### src/rtl/clksw_pkg.sv
package clksw_pkg;

    localparam int unsigned ADDR_MODE = 0;
    localparam int unsigned ADDR_OSC  = 1;
    localparam int unsigned ADDR_CNT  = 2;
    localparam int unsigned ADDR_THR  = 3;
    localparam int unsigned ADDR_SEL  = 4;

    localparam logic [7:0] MODE_MASK = 8'hF7;

    typedef enum logic [1:0] {
        SRC_INT  = 2'd0,
        SRC_MAIN = 2'd1,
        SRC_SUB  = 2'd2
    } cpu_src_e;

    typedef struct packed {
        logic       main_ext;
        logic       main_on;
        logic       sub_ext;
        logic       sub_on;
        logic       rsvd;
        logic [1:0] sub_drive;
        logic       main_gain;
    } mode_t;

endpackage

### src/rtl/clksw_stab_cnt.sv
module clksw_stab_cnt #(
    parameter int unsigned W = 8
) (
    input  logic         clk,
    input  logic         rst_n,
    input  logic         clear,
    input  logic         tick,
    output logic [W-1:0] count
);
    localparam logic [W-1:0] CMAX = '1;

    logic [W-1:0] cnt_d, cnt_q;

    always_comb begin
        cnt_d = cnt_q;
        if (clear) begin
            cnt_d = '0;
        end else if (tick && (cnt_q != CMAX)) begin
            cnt_d = cnt_q + 1'b1;
        end
    end

    always_ff @(posedge clk or negedge rst_n) begin
        if (!rst_n) cnt_q <= '0;
        else        cnt_q <= cnt_d;
    end

    assign count = cnt_q;

    assert_clear_zero_R3: assert property (@(posedge clk) disable iff (!rst_n)
        clear |=> (count == '0));
    assert_saturate_R3: assert property (@(posedge clk) disable iff (!rst_n)
        (!clear && count == CMAX) |=> (count == CMAX));
    assert_idle_hold_R3: assert property (@(posedge clk) disable iff (!rst_n)
        (!clear && !tick) |=> $stable(count));

endmodule

### src/rtl/clksw_regs.sv
module clksw_regs
    import clksw_pkg::*;
#(
    parameter int unsigned ADDR_W = 3,
    parameter int unsigned CNT_W  = 8
) (
    input  logic              clk,
    input  logic              rst_n,
    input  logic              wr_en,
    input  logic [ADDR_W-1:0] addr,
    input  logic [7:0]        wdata,
    input  logic              act_main,
    input  logic              act_sub,
    input  logic [CNT_W-1:0]  cnt_main,
    output logic [7:0]        rdata,
    output mode_t             mode,
    output logic              main_stop,
    output logic              sub_stop,
    output logic [CNT_W-1:0]  thr,
    output logic              req_main,
    output logic              req_sub
);
    localparam logic [ADDR_W-1:0] A_MODE = ADDR_W'(ADDR_MODE);
    localparam logic [ADDR_W-1:0] A_OSC  = ADDR_W'(ADDR_OSC);
    localparam logic [ADDR_W-1:0] A_CNT  = ADDR_W'(ADDR_CNT);
    localparam logic [ADDR_W-1:0] A_THR  = ADDR_W'(ADDR_THR);
    localparam logic [ADDR_W-1:0] A_SEL  = ADDR_W'(ADDR_SEL);

    typedef struct packed {
        logic             locked;
        mode_t            mode;
        logic             main_stop;
        logic             sub_stop;
        logic [CNT_W-1:0] thr;
        logic             req_main;
        logic             req_sub;
    } regs_t;

    regs_t d, q;

    always_comb begin
        d = q;
        if (wr_en) begin
            case (addr)
                A_MODE: begin
                    if (!q.locked) begin
                        d.mode   = mode_t'(wdata & MODE_MASK);
                        d.locked = 1'b1;
                    end
                end
                A_OSC: begin
                    // a stop request is refused while the source is wanted or in use
                    if (!(wdata[7] && (q.req_main || act_main))) d.main_stop = wdata[7];
                    if (!(wdata[6] && (q.req_sub  || act_sub)))  d.sub_stop  = wdata[6];
                end
                A_THR: d.thr = wdata[CNT_W-1:0];
                A_SEL: begin
                    d.req_main = wdata[0];
                    d.req_sub  = wdata[1];
                end
                default: ;
            endcase
        end
    end

    always_ff @(posedge clk or negedge rst_n) begin
        if (!rst_n) begin
            q.locked    <= 1'b0;
            q.mode      <= '0;
            q.main_stop <= 1'b1;
            q.sub_stop  <= 1'b1;
            q.thr       <= '1;
            q.req_main  <= 1'b0;
            q.req_sub   <= 1'b0;
        end else begin
            q <= d;
        end
    end

    always_comb begin
        case (addr)
            A_MODE:  rdata = q.mode;
            A_OSC:   rdata = {q.main_stop, q.sub_stop, 6'b0};
            A_CNT:   rdata = 8'(cnt_main);
            A_THR:   rdata = 8'(q.thr);
            A_SEL:   rdata = {2'b0, act_sub, act_main, 2'b0, q.req_sub, q.req_main};
            default: rdata = 8'h00;
        endcase
    end

    assign mode      = q.mode;
    assign main_stop = q.main_stop;
    assign sub_stop  = q.sub_stop;
    assign thr       = q.thr;
    assign req_main  = q.req_main;
    assign req_sub   = q.req_sub;

    assert_mode_once_R1: assert property (@(posedge clk) disable iff (!rst_n)
        (wr_en && addr == A_MODE && q.locked) |=> $stable(q.mode));
    assert_main_keep_R8: assert property (@(posedge clk) disable iff (!rst_n)
        (!q.main_stop && (q.req_main || act_main)) |=> !q.main_stop);
    assert_sub_keep_R8: assert property (@(posedge clk) disable iff (!rst_n)
        (!q.sub_stop && (q.req_sub || act_sub)) |=> !q.sub_stop);

endmodule

### src/rtl/clksw_select.sv
module clksw_select
    import clksw_pkg::*;
#(
    parameter int unsigned CNT_W    = 8,
    parameter int unsigned SUB_W    = 5,
    parameter int unsigned SUB_WAIT = 16
) (
    input  logic             clk,
    input  logic             rst_n,
    input  logic             main_ext,
    input  logic             main_on,
    input  logic             sub_on,
    input  logic             main_stop,
    input  logic             sub_stop,
    input  logic [CNT_W-1:0] thr,
    input  logic [CNT_W-1:0] cnt_main,
    input  logic [SUB_W-1:0] cnt_sub,
    input  logic             req_main,
    input  logic             req_sub,
    output logic             act_main,
    output logic             act_sub,
    output cpu_src_e         cpu_src
);
    localparam logic [SUB_W-1:0] SUB_LIM = SUB_W'(SUB_WAIT);

    typedef struct packed {
        logic act_main;
        logic act_sub;
    } sel_t;

    sel_t d, q;
    logic main_ready, sub_ready;

    always_comb begin
        main_ready = main_on && !main_stop && (main_ext || (cnt_main >= thr));
        sub_ready  = sub_on && !sub_stop && (cnt_sub >= SUB_LIM);
        d.act_main = req_main && (q.act_main || main_ready);
        d.act_sub  = req_sub  && (q.act_sub  || sub_ready);
    end

    always_ff @(posedge clk or negedge rst_n) begin
        if (!rst_n) q <= '0;
        else        q <= d;
    end

    assign act_main = q.act_main;
    assign act_sub  = q.act_sub;
    assign cpu_src  = q.act_sub ? SRC_SUB : (q.act_main ? SRC_MAIN : SRC_INT);

    assert_main_gate_R4: assert property (@(posedge clk) disable iff (!rst_n)
        ($rose(act_main) && !main_ext) |-> $past(cnt_main >= thr));
    assert_main_run_R5: assert property (@(posedge clk) disable iff (!rst_n)
        $rose(act_main) |-> ($past(req_main) && $past(!main_stop)));
    assert_sub_wait_R7: assert property (@(posedge clk) disable iff (!rst_n)
        $rose(act_sub) |-> $past(cnt_sub >= SUB_LIM));
    assert_req_drop_R11: assert property (@(posedge clk) disable iff (!rst_n)
        (!req_main && !req_sub) |=> (cpu_src == SRC_INT));

endmodule

### src/rtl/clksw_ctrl.sv
module clksw_ctrl
    import clksw_pkg::*;
#(
    parameter int unsigned ADDR_W   = 3,
    parameter int unsigned CNT_W    = 8,
    parameter int unsigned SUB_WAIT = 16
) (
    input  logic              clk,
    input  logic              rst_n,
    input  logic              bus_sel,
    input  logic              bus_wr,
    input  logic [ADDR_W-1:0] bus_addr,
    input  logic [7:0]        bus_wdata,
    output logic [7:0]        bus_rdata,
    input  logic              main_tick,
    input  logic              sub_tick,
    output logic              main_osc_en,
    output logic              main_ext_sel,
    output logic              main_high_gain,
    output logic              sub_osc_en,
    output logic              sub_ext_sel,
    output logic [1:0]        sub_drive,
    output logic [1:0]        cpu_src
);
    localparam int unsigned SUB_W = $clog2(SUB_WAIT + 1);

    mode_t            mode;
    logic             main_stop, sub_stop, req_main, req_sub;
    logic             act_main, act_sub;
    logic [CNT_W-1:0] thr, cnt_main;
    logic [SUB_W-1:0] cnt_sub;
    cpu_src_e         src;

    clksw_regs #(.ADDR_W(ADDR_W), .CNT_W(CNT_W)) u_regs (
        .clk       (clk),
        .rst_n     (rst_n),
        .wr_en     (bus_sel && bus_wr),
        .addr      (bus_addr),
        .wdata     (bus_wdata),
        .act_main  (act_main),
        .act_sub   (act_sub),
        .cnt_main  (cnt_main),
        .rdata     (bus_rdata),
        .mode      (mode),
        .main_stop (main_stop),
        .sub_stop  (sub_stop),
        .thr       (thr),
        .req_main  (req_main),
        .req_sub   (req_sub)
    );

    clksw_stab_cnt #(.W(CNT_W)) u_main_cnt (
        .clk   (clk),
        .rst_n (rst_n),
        .clear (main_stop),
        .tick  (main_tick),
        .count (cnt_main)
    );

    clksw_stab_cnt #(.W(SUB_W)) u_sub_cnt (
        .clk   (clk),
        .rst_n (rst_n),
        .clear (sub_stop),
        .tick  (sub_tick),
        .count (cnt_sub)
    );

    clksw_select #(.CNT_W(CNT_W), .SUB_W(SUB_W), .SUB_WAIT(SUB_WAIT)) u_sel (
        .clk       (clk),
        .rst_n     (rst_n),
        .main_ext  (mode.main_ext),
        .main_on   (mode.main_on),
        .sub_on    (mode.sub_on),
        .main_stop (main_stop),
        .sub_stop  (sub_stop),
        .thr       (thr),
        .cnt_main  (cnt_main),
        .cnt_sub   (cnt_sub),
        .req_main  (req_main),
        .req_sub   (req_sub),
        .act_main  (act_main),
        .act_sub   (act_sub),
        .cpu_src   (src)
    );

    logic unused_rsvd;
    assign unused_rsvd    = mode.rsvd;

    assign cpu_src        = src;
    assign main_osc_en    = !main_stop;
    assign sub_osc_en     = !sub_stop;
    assign main_ext_sel   = mode.main_ext && mode.main_on;
    assign sub_ext_sel    = mode.sub_ext && mode.sub_on;
    assign main_high_gain = mode.main_gain;
    assign sub_drive      = mode.sub_drive;

    assert_main_live_R8: assert property (@(posedge clk) disable iff (!rst_n)
        act_main |-> main_osc_en);
    assert_sub_live_R8: assert property (@(posedge clk) disable iff (!rst_n)
        act_sub |-> sub_osc_en);
    assert_src_code_R9: assert property (@(posedge clk) disable iff (!rst_n)
        (cpu_src == 2'd1) |-> (act_main && !act_sub));

endmodule

### config.mk
export PLATFORM = sky130hd
export DESIGN_NAME = clksw_ctrl
export DESIGN_NICKNAME = d
export VERILOG_FILES = /design/src/rtl/clksw_pkg.sv /design/src/rtl/clksw_stab_cnt.sv /design/src/rtl/clksw_regs.sv /design/src/rtl/clksw_select.sv /design/src/rtl/clksw_ctrl.sv
export SDC_FILE = /design/constraint.sdc
export NUM_CORES = 1
export LEC_CHECK = 0
export BUFFER_PORTS_ARGS = -buffer_cell sky130_fd_sc_hd__buf_4
export CELL_PAD_IN_SITES_DETAIL_PLACEMENT = 1
export CELL_PAD_IN_SITES_GLOBAL_PLACEMENT = 2
export CORE_ASPECT_RATIO = 0.75
export CORE_MARGIN = 3
export CORE_UTILIZATION = 31
export DETAILED_ROUTE_END_ITERATION = 7
export PLACE_DENSITY_LB_ADDON = 0.1
export SKIP_LAST_GASP = 1
export SLEW_MARGIN = 0
export SYNTH_ARGS = -nofsm -noshare
export SYNTH_HDL_FRONTEND = slang
export SYNTH_SLANG_ARGS = --single-unit
### constraint.sdc
create_clock -name clk -period 1.65 [get_ports clk]
set_input_delay 0.165 -clock clk [delete_from_list [all_inputs] [get_ports clk]]
set_output_delay 0.165 -clock clk [all_outputs]
set_load 0.1 [all_outputs]
Word-level counts from Yosys, hierarchy flattened. Cells that the tools add are included.

Output and inout port bits: 17. Input bits: 17. Register bits after elaboration: 35.

Eq/ne operators: 6. Reduce and logical (&&, ||, !) cells: 29. Add/subtract/negate cells: 2. Bitwise gates (word level): 3. Muxes and demuxes: 7. Order comparisons: 2.

Operators by type and width (count): 8-bit one-hot mux with 5 select lines (1); 8-bit two-way mux (2); 1-bit logical AND (13); 5-bit two-way mux (2); 3-bit AND reduction (3); 8-bit by 1-bit adder with 8-bit output (second input constant) (1); 8-bit >= comparator (1); 8-bit inequality test (second input constant) (1); 3-bit by 2-bit == test with 1-bit output (second input constant) (2); 2-bit AND reduction (3); 5-bit by 1-bit adder with 5-bit output (second input constant) (1); 5-bit >= comparator (second input constant) (1); 1-bit logical OR (5); 5-bit inequality test (second input constant) (1); 2-bit nonzero test (2); 3-bit by 1-bit == test with 1-bit output (second input constant) (1); 3-bit == test (second input constant) (1); 3-bit logical NOT (1); 1-bit inverter (3); 1-bit logical NOT (2); 2-bit two-way mux (1); 1-bit two-way mux (1).

Logic depth before layout (Yosys ltp).
Depth in word-level cells: 5. Mapped depth: 8. Mapped depth without buffers: 7.

Modules after synthesis. Synthesis repeated with hierarchy kept, for this count alone.

Cell total of the unflattened synthesis: 210. Area, all modules: 2319.7 um^2.

By module, submodules not included: clksw_regs (area each 1270.0 um^2, cells an instance 99, times used 1); clksw_stab_cnt at u_main_cnt (area each 464.2 um^2, cells an instance 49, times used 1); clksw_select (area each 310.3 um^2, cells an instance 34, times used 1); clksw_stab_cnt at u_sub_cnt (area each 249.0 um^2, cells an instance 23, times used 1); clksw_ctrl (area each 26.3 um^2, cells an instance 5, times used 1).

Worst setup path after synthesis. OpenSTA, ideal clock, no wires.

Path type: register to output. Start: register u_regs.mode[0] (netlist name). End: output port bus_rdata[0]. Cell stages (with the launch flop): 5. Setup slack: -1.843 ns. Buffers on the path: 0. Data arrival time: 3.328 ns. Path through: dfrtp_1 -> mux2i_1 -> nor2_1 -> a21oi_1 -> o21ai_0.

Longest elaborated chain between the ends: 1.

RTL lines: 8-bit one-hot mux with 5 select lines (line clksw_regs.sv:81) `case (addr)`; end: declaration (line clksw_ctrl.sv:14) `output logic [7:0] bus_rdata,`.

Every way passes these cells.

Final worst setup path.
Start: register u_main_cnt.cnt_q[2], in the netlist u_main_cnt.count[2]. End: output port bus_rdata[2].

Longest elaborated chain between the ends: 1.

RTL lines: start: declaration (line clksw_stab_cnt.sv:12) `logic [W-1:0] cnt_d, cnt_q;`; start signal: assignment (line clksw_stab_cnt.sv:25) `else cnt_q <= cnt_d;`; 8-bit one-hot mux with 5 select lines (line clksw_regs.sv:81).

Every way passes these cells.

==> key figures <==
Detailed routing
  • Wire length per cell: between 15 and 20 um
  • DRC violations left: 0
  • ANT nets after route: 0
  • Via/cell ratio: ~5.1
  • Vias: roughly 1,700
  • Initial DRC Count: 33
  • DRT Pass-1 Iters: 4
  • Total wire length: just over 6000 um

Placement
  • Dpl cells: roughly 320
  • Final weighted congestion in routability-driven placement: 0.7729
  • I/O Buffers: 33
  • Final HPWL DP: roughly 4500 um

Cells and area
  • Fraction of layout cells with a size suffix above 1: 45.56%
  • Post-layout util: a little under half
  • Area delta synth->final: 39.50%
  • Inserted Diodes: 0
  • Layout net count: 286
  • Commonest non-fill, non-tap cell in the layout: buf_4
  • Layout Cells excl Fill: roughly 340
  • Most frequent cells in the layout: 50 x buf_4, 23 x dfrtp_1, 18 x nor2_1

Synthesis
  • Synth Instances: 200
  • Ys async rst share: 100.0%
  • Yosys top cell area share: a little under a third
  • Largest area contributor in the netlist: dfrtp_1
  • Post-synthesis cell type count: 42
  • Post-synth EDFFs: 0
  • Avg Cell Area, Syn: just under 10 um2
  • Synth Register Bits: 35
  • Yosys warning count: 0
  • Synth Flop Type: dfrtp_1
  • Post-synthesis sequential area ratio: 44.65%
  • Ranking of synthesized cells by area: dfrtp_1 31%, dfstp_2 13%, ha_1 6.9%
  • Post-Syn Area: just under 0.002 mm2
  • Net Count, Synth: between 200 and 250

Die
  • Initial Util: between 30% and 40%
  • Die ar.: between 0.007 and 0.008 mm2
  • IO Pins: 34
  • DIE HEIGHT: 75.38 um
  • Core area: roughly 0.0060 mm2
  • Horiz. Die Dim: 98.50 um
  • Cell Rows: 24

Clock network
  • Number of clock sinks: 35
  • CTS Buf Count: 5
  • Clock H-tree levels: 2
  • Clk Latency, worst-skew pair: 300 ps
  • Clock transition at the registers of the reported paths: approximately 70 ps
  • TritonCTS clock tree: yes
  • Root buffer cell: clkbuf_8
  • CTS Buffer Depth: 2

Global route
  • Vias in the first global route: ~1,900
  • Initial antenna violation count: 0
  • First-pass GRT wire length: 9791 um
  • GRT Util Overall: between 10% and 20%
  • Remaining Overflow, GRT: 0
  • Largest net degree at the start of global routing: 36

Pwr
  • Worst ir drop on vdd: ~370 uV
  • Power Dens Cells: a little over 1000 mW/mm2
  • Lkg Pwr: around 1.3 nW
  • Tot Pwr: 2.844 mW

Timing
  • Final Slew Violations: 0
  • Fin crit period: 1649 ps
  • Slew headroom: around 70%
  • Worst-Margin Slew: ~470 ps
  • Setup tns final: 0 ps
  • Hold Fails Final Rpt: 0
  • Final period util: between 90% and 100%
  • # setup viols final: 0
  • Top achievable clock speed: slightly above 600 MHz
  • Final Skew: 6.236 ps
  • RSZ-0062 raised after global routing: yes

Setup path
  • CP endpoint kind: output port
  • Worst setup SP type: flip-flop
  • CP Class: reg -> out
  • WP data required: ~1500 ps
  • Critical Path AT: ~1500 ps
  • Worst-path fanout max: 3

Min path
  • HP Class: in -> reg

Job
  • Max_cap viols: 0

Outcome
  • Status: completed
==> sequential cells by signal, indices dropped and copies added, names as in the netlist <==
name              flops
u_regs.thr            8
u_main_cnt.count      8
u_sel.act_main        1
u_sub_cnt.count       5
u_regs.req_sub        1
u_regs.mode           7
u_regs.main_stop      1
u_regs.req_main       1
u_regs.sub_stop       1
u_sel.act_sub         1
u_regs.q              1
==> worst max-delay path, cell delays in order (launching register included) <==
cell and delay [ps]:
dfrtp_1 440, mux2_2 300, a22oi_2 230, nor2_4 50
buf_6 180
==> kinds of logic after synthesis <==
kind of cell	synth area share, %
fa+ha+maj	6.918
buf+inv	5.849
flops	44.65
xor+xnor	1.761
compound gates	12.89
simple gates	16.54
mux	11.38
==> metrics by stage <==
step	area (um2)	setup slack [ps]	hold slack, ps
2_1_floorplan	2044	-311.3	-130.6
3_3_place_gp	2444	32.90	152.1
3_5_place_dp	2444	-89.00	154.7
4_1_cts	2669	-19.37	87.90
5_1_grt	2775	-51.45	99.40
6_report	2775	1.173	91.83
==> power breakdown <==
| group | switching, mW | total (mW) | internal, mW |
|---|---|---|---|
| Clock | 0.333 | 0.715 | 0.382 |
| Sequential | 0.107 | 1.13 | 1.03 |
| Combinational | 0.609 | 0.996 | 0.387 |
| Total | 1.05 | 2.84 | 1.80 |
==> Yosys cell counts, types with 2 or more instances <==
cell type and number:
a21oi_1 13, a311oi_1 2, a31oi_1 3, and2_1 2
buf_2 3, buf_4 3, clkbuf_1 2, dfrtp_1 25
dfstp_2 10, ha_1 11, inv_1 16, mux2_2 9
mux2i_1 8, mux4_2 2, nand2_1 15, nand3_1 3
nand3b_1 2, nand4_1 3, nor2_1 19, nor2b_1 8
nor3_1 2, nor3b_1 2, o21ai_0 16, xnor2_1 2
xor2_1 2
==> area by class of cell <==
cell class,instances,area (um2)
Tap cell,78,97.59
Clock buffer,8,100.1
Multi-Input combinational cell,140,1114
Timing Repair Buffer,60,513.0
Sequential cell,35,890.9
Inverter,16,60.06
Fill cell,685,3231
==> path summary, 6_finish.rpt <==
kind / from / to / slack (ps) / cells after the start
max: u_main_cnt.count[2]$_DFFE_PN0P_ / bus_rdata[2] / 1 / 4
min: bus_wdata[3] / u_regs.thr[3]$_DFFE_PN1P_ / 90 / 3
max reg2reg: u_regs.thr[6]$_DFFE_PN1P_ / u_sel.act_main$_DFF_PN0_ / 1 / 5
min reg2reg: u_regs.q[20]$_DFFE_PN0P_ / u_regs.q[20]$_DFFE_PN0P_ / 480 / 2
max in group asynchronous: rst_n / u_regs.thr[2]$_DFFE_PN1P_ / 920 / 2
min in group asynchronous: rst_n / u_sub_cnt.count[3]$_DFFE_PN0P_ / 370 / 2
==> routing by layer <==
layer	vias up	share of wire, %	GRT usage, %
met5	-	0	0
met4	0	1.5	6.061
met3	9	3.6	3.660
met2	32	47	29.06
met1	858	48	23.20
li1	808	-	-
==> timing repair <==
item                       in CTS  in global routing
pin swaps                       4                  8
gates resized for setup        15                 17
hold endpoints to repair       25                  0
setup endpoints to repair       9                 15
hold buffers                    1                  0
buffers inserted                6                  5
Note: power is estimated with default switching activity, not from simulation.
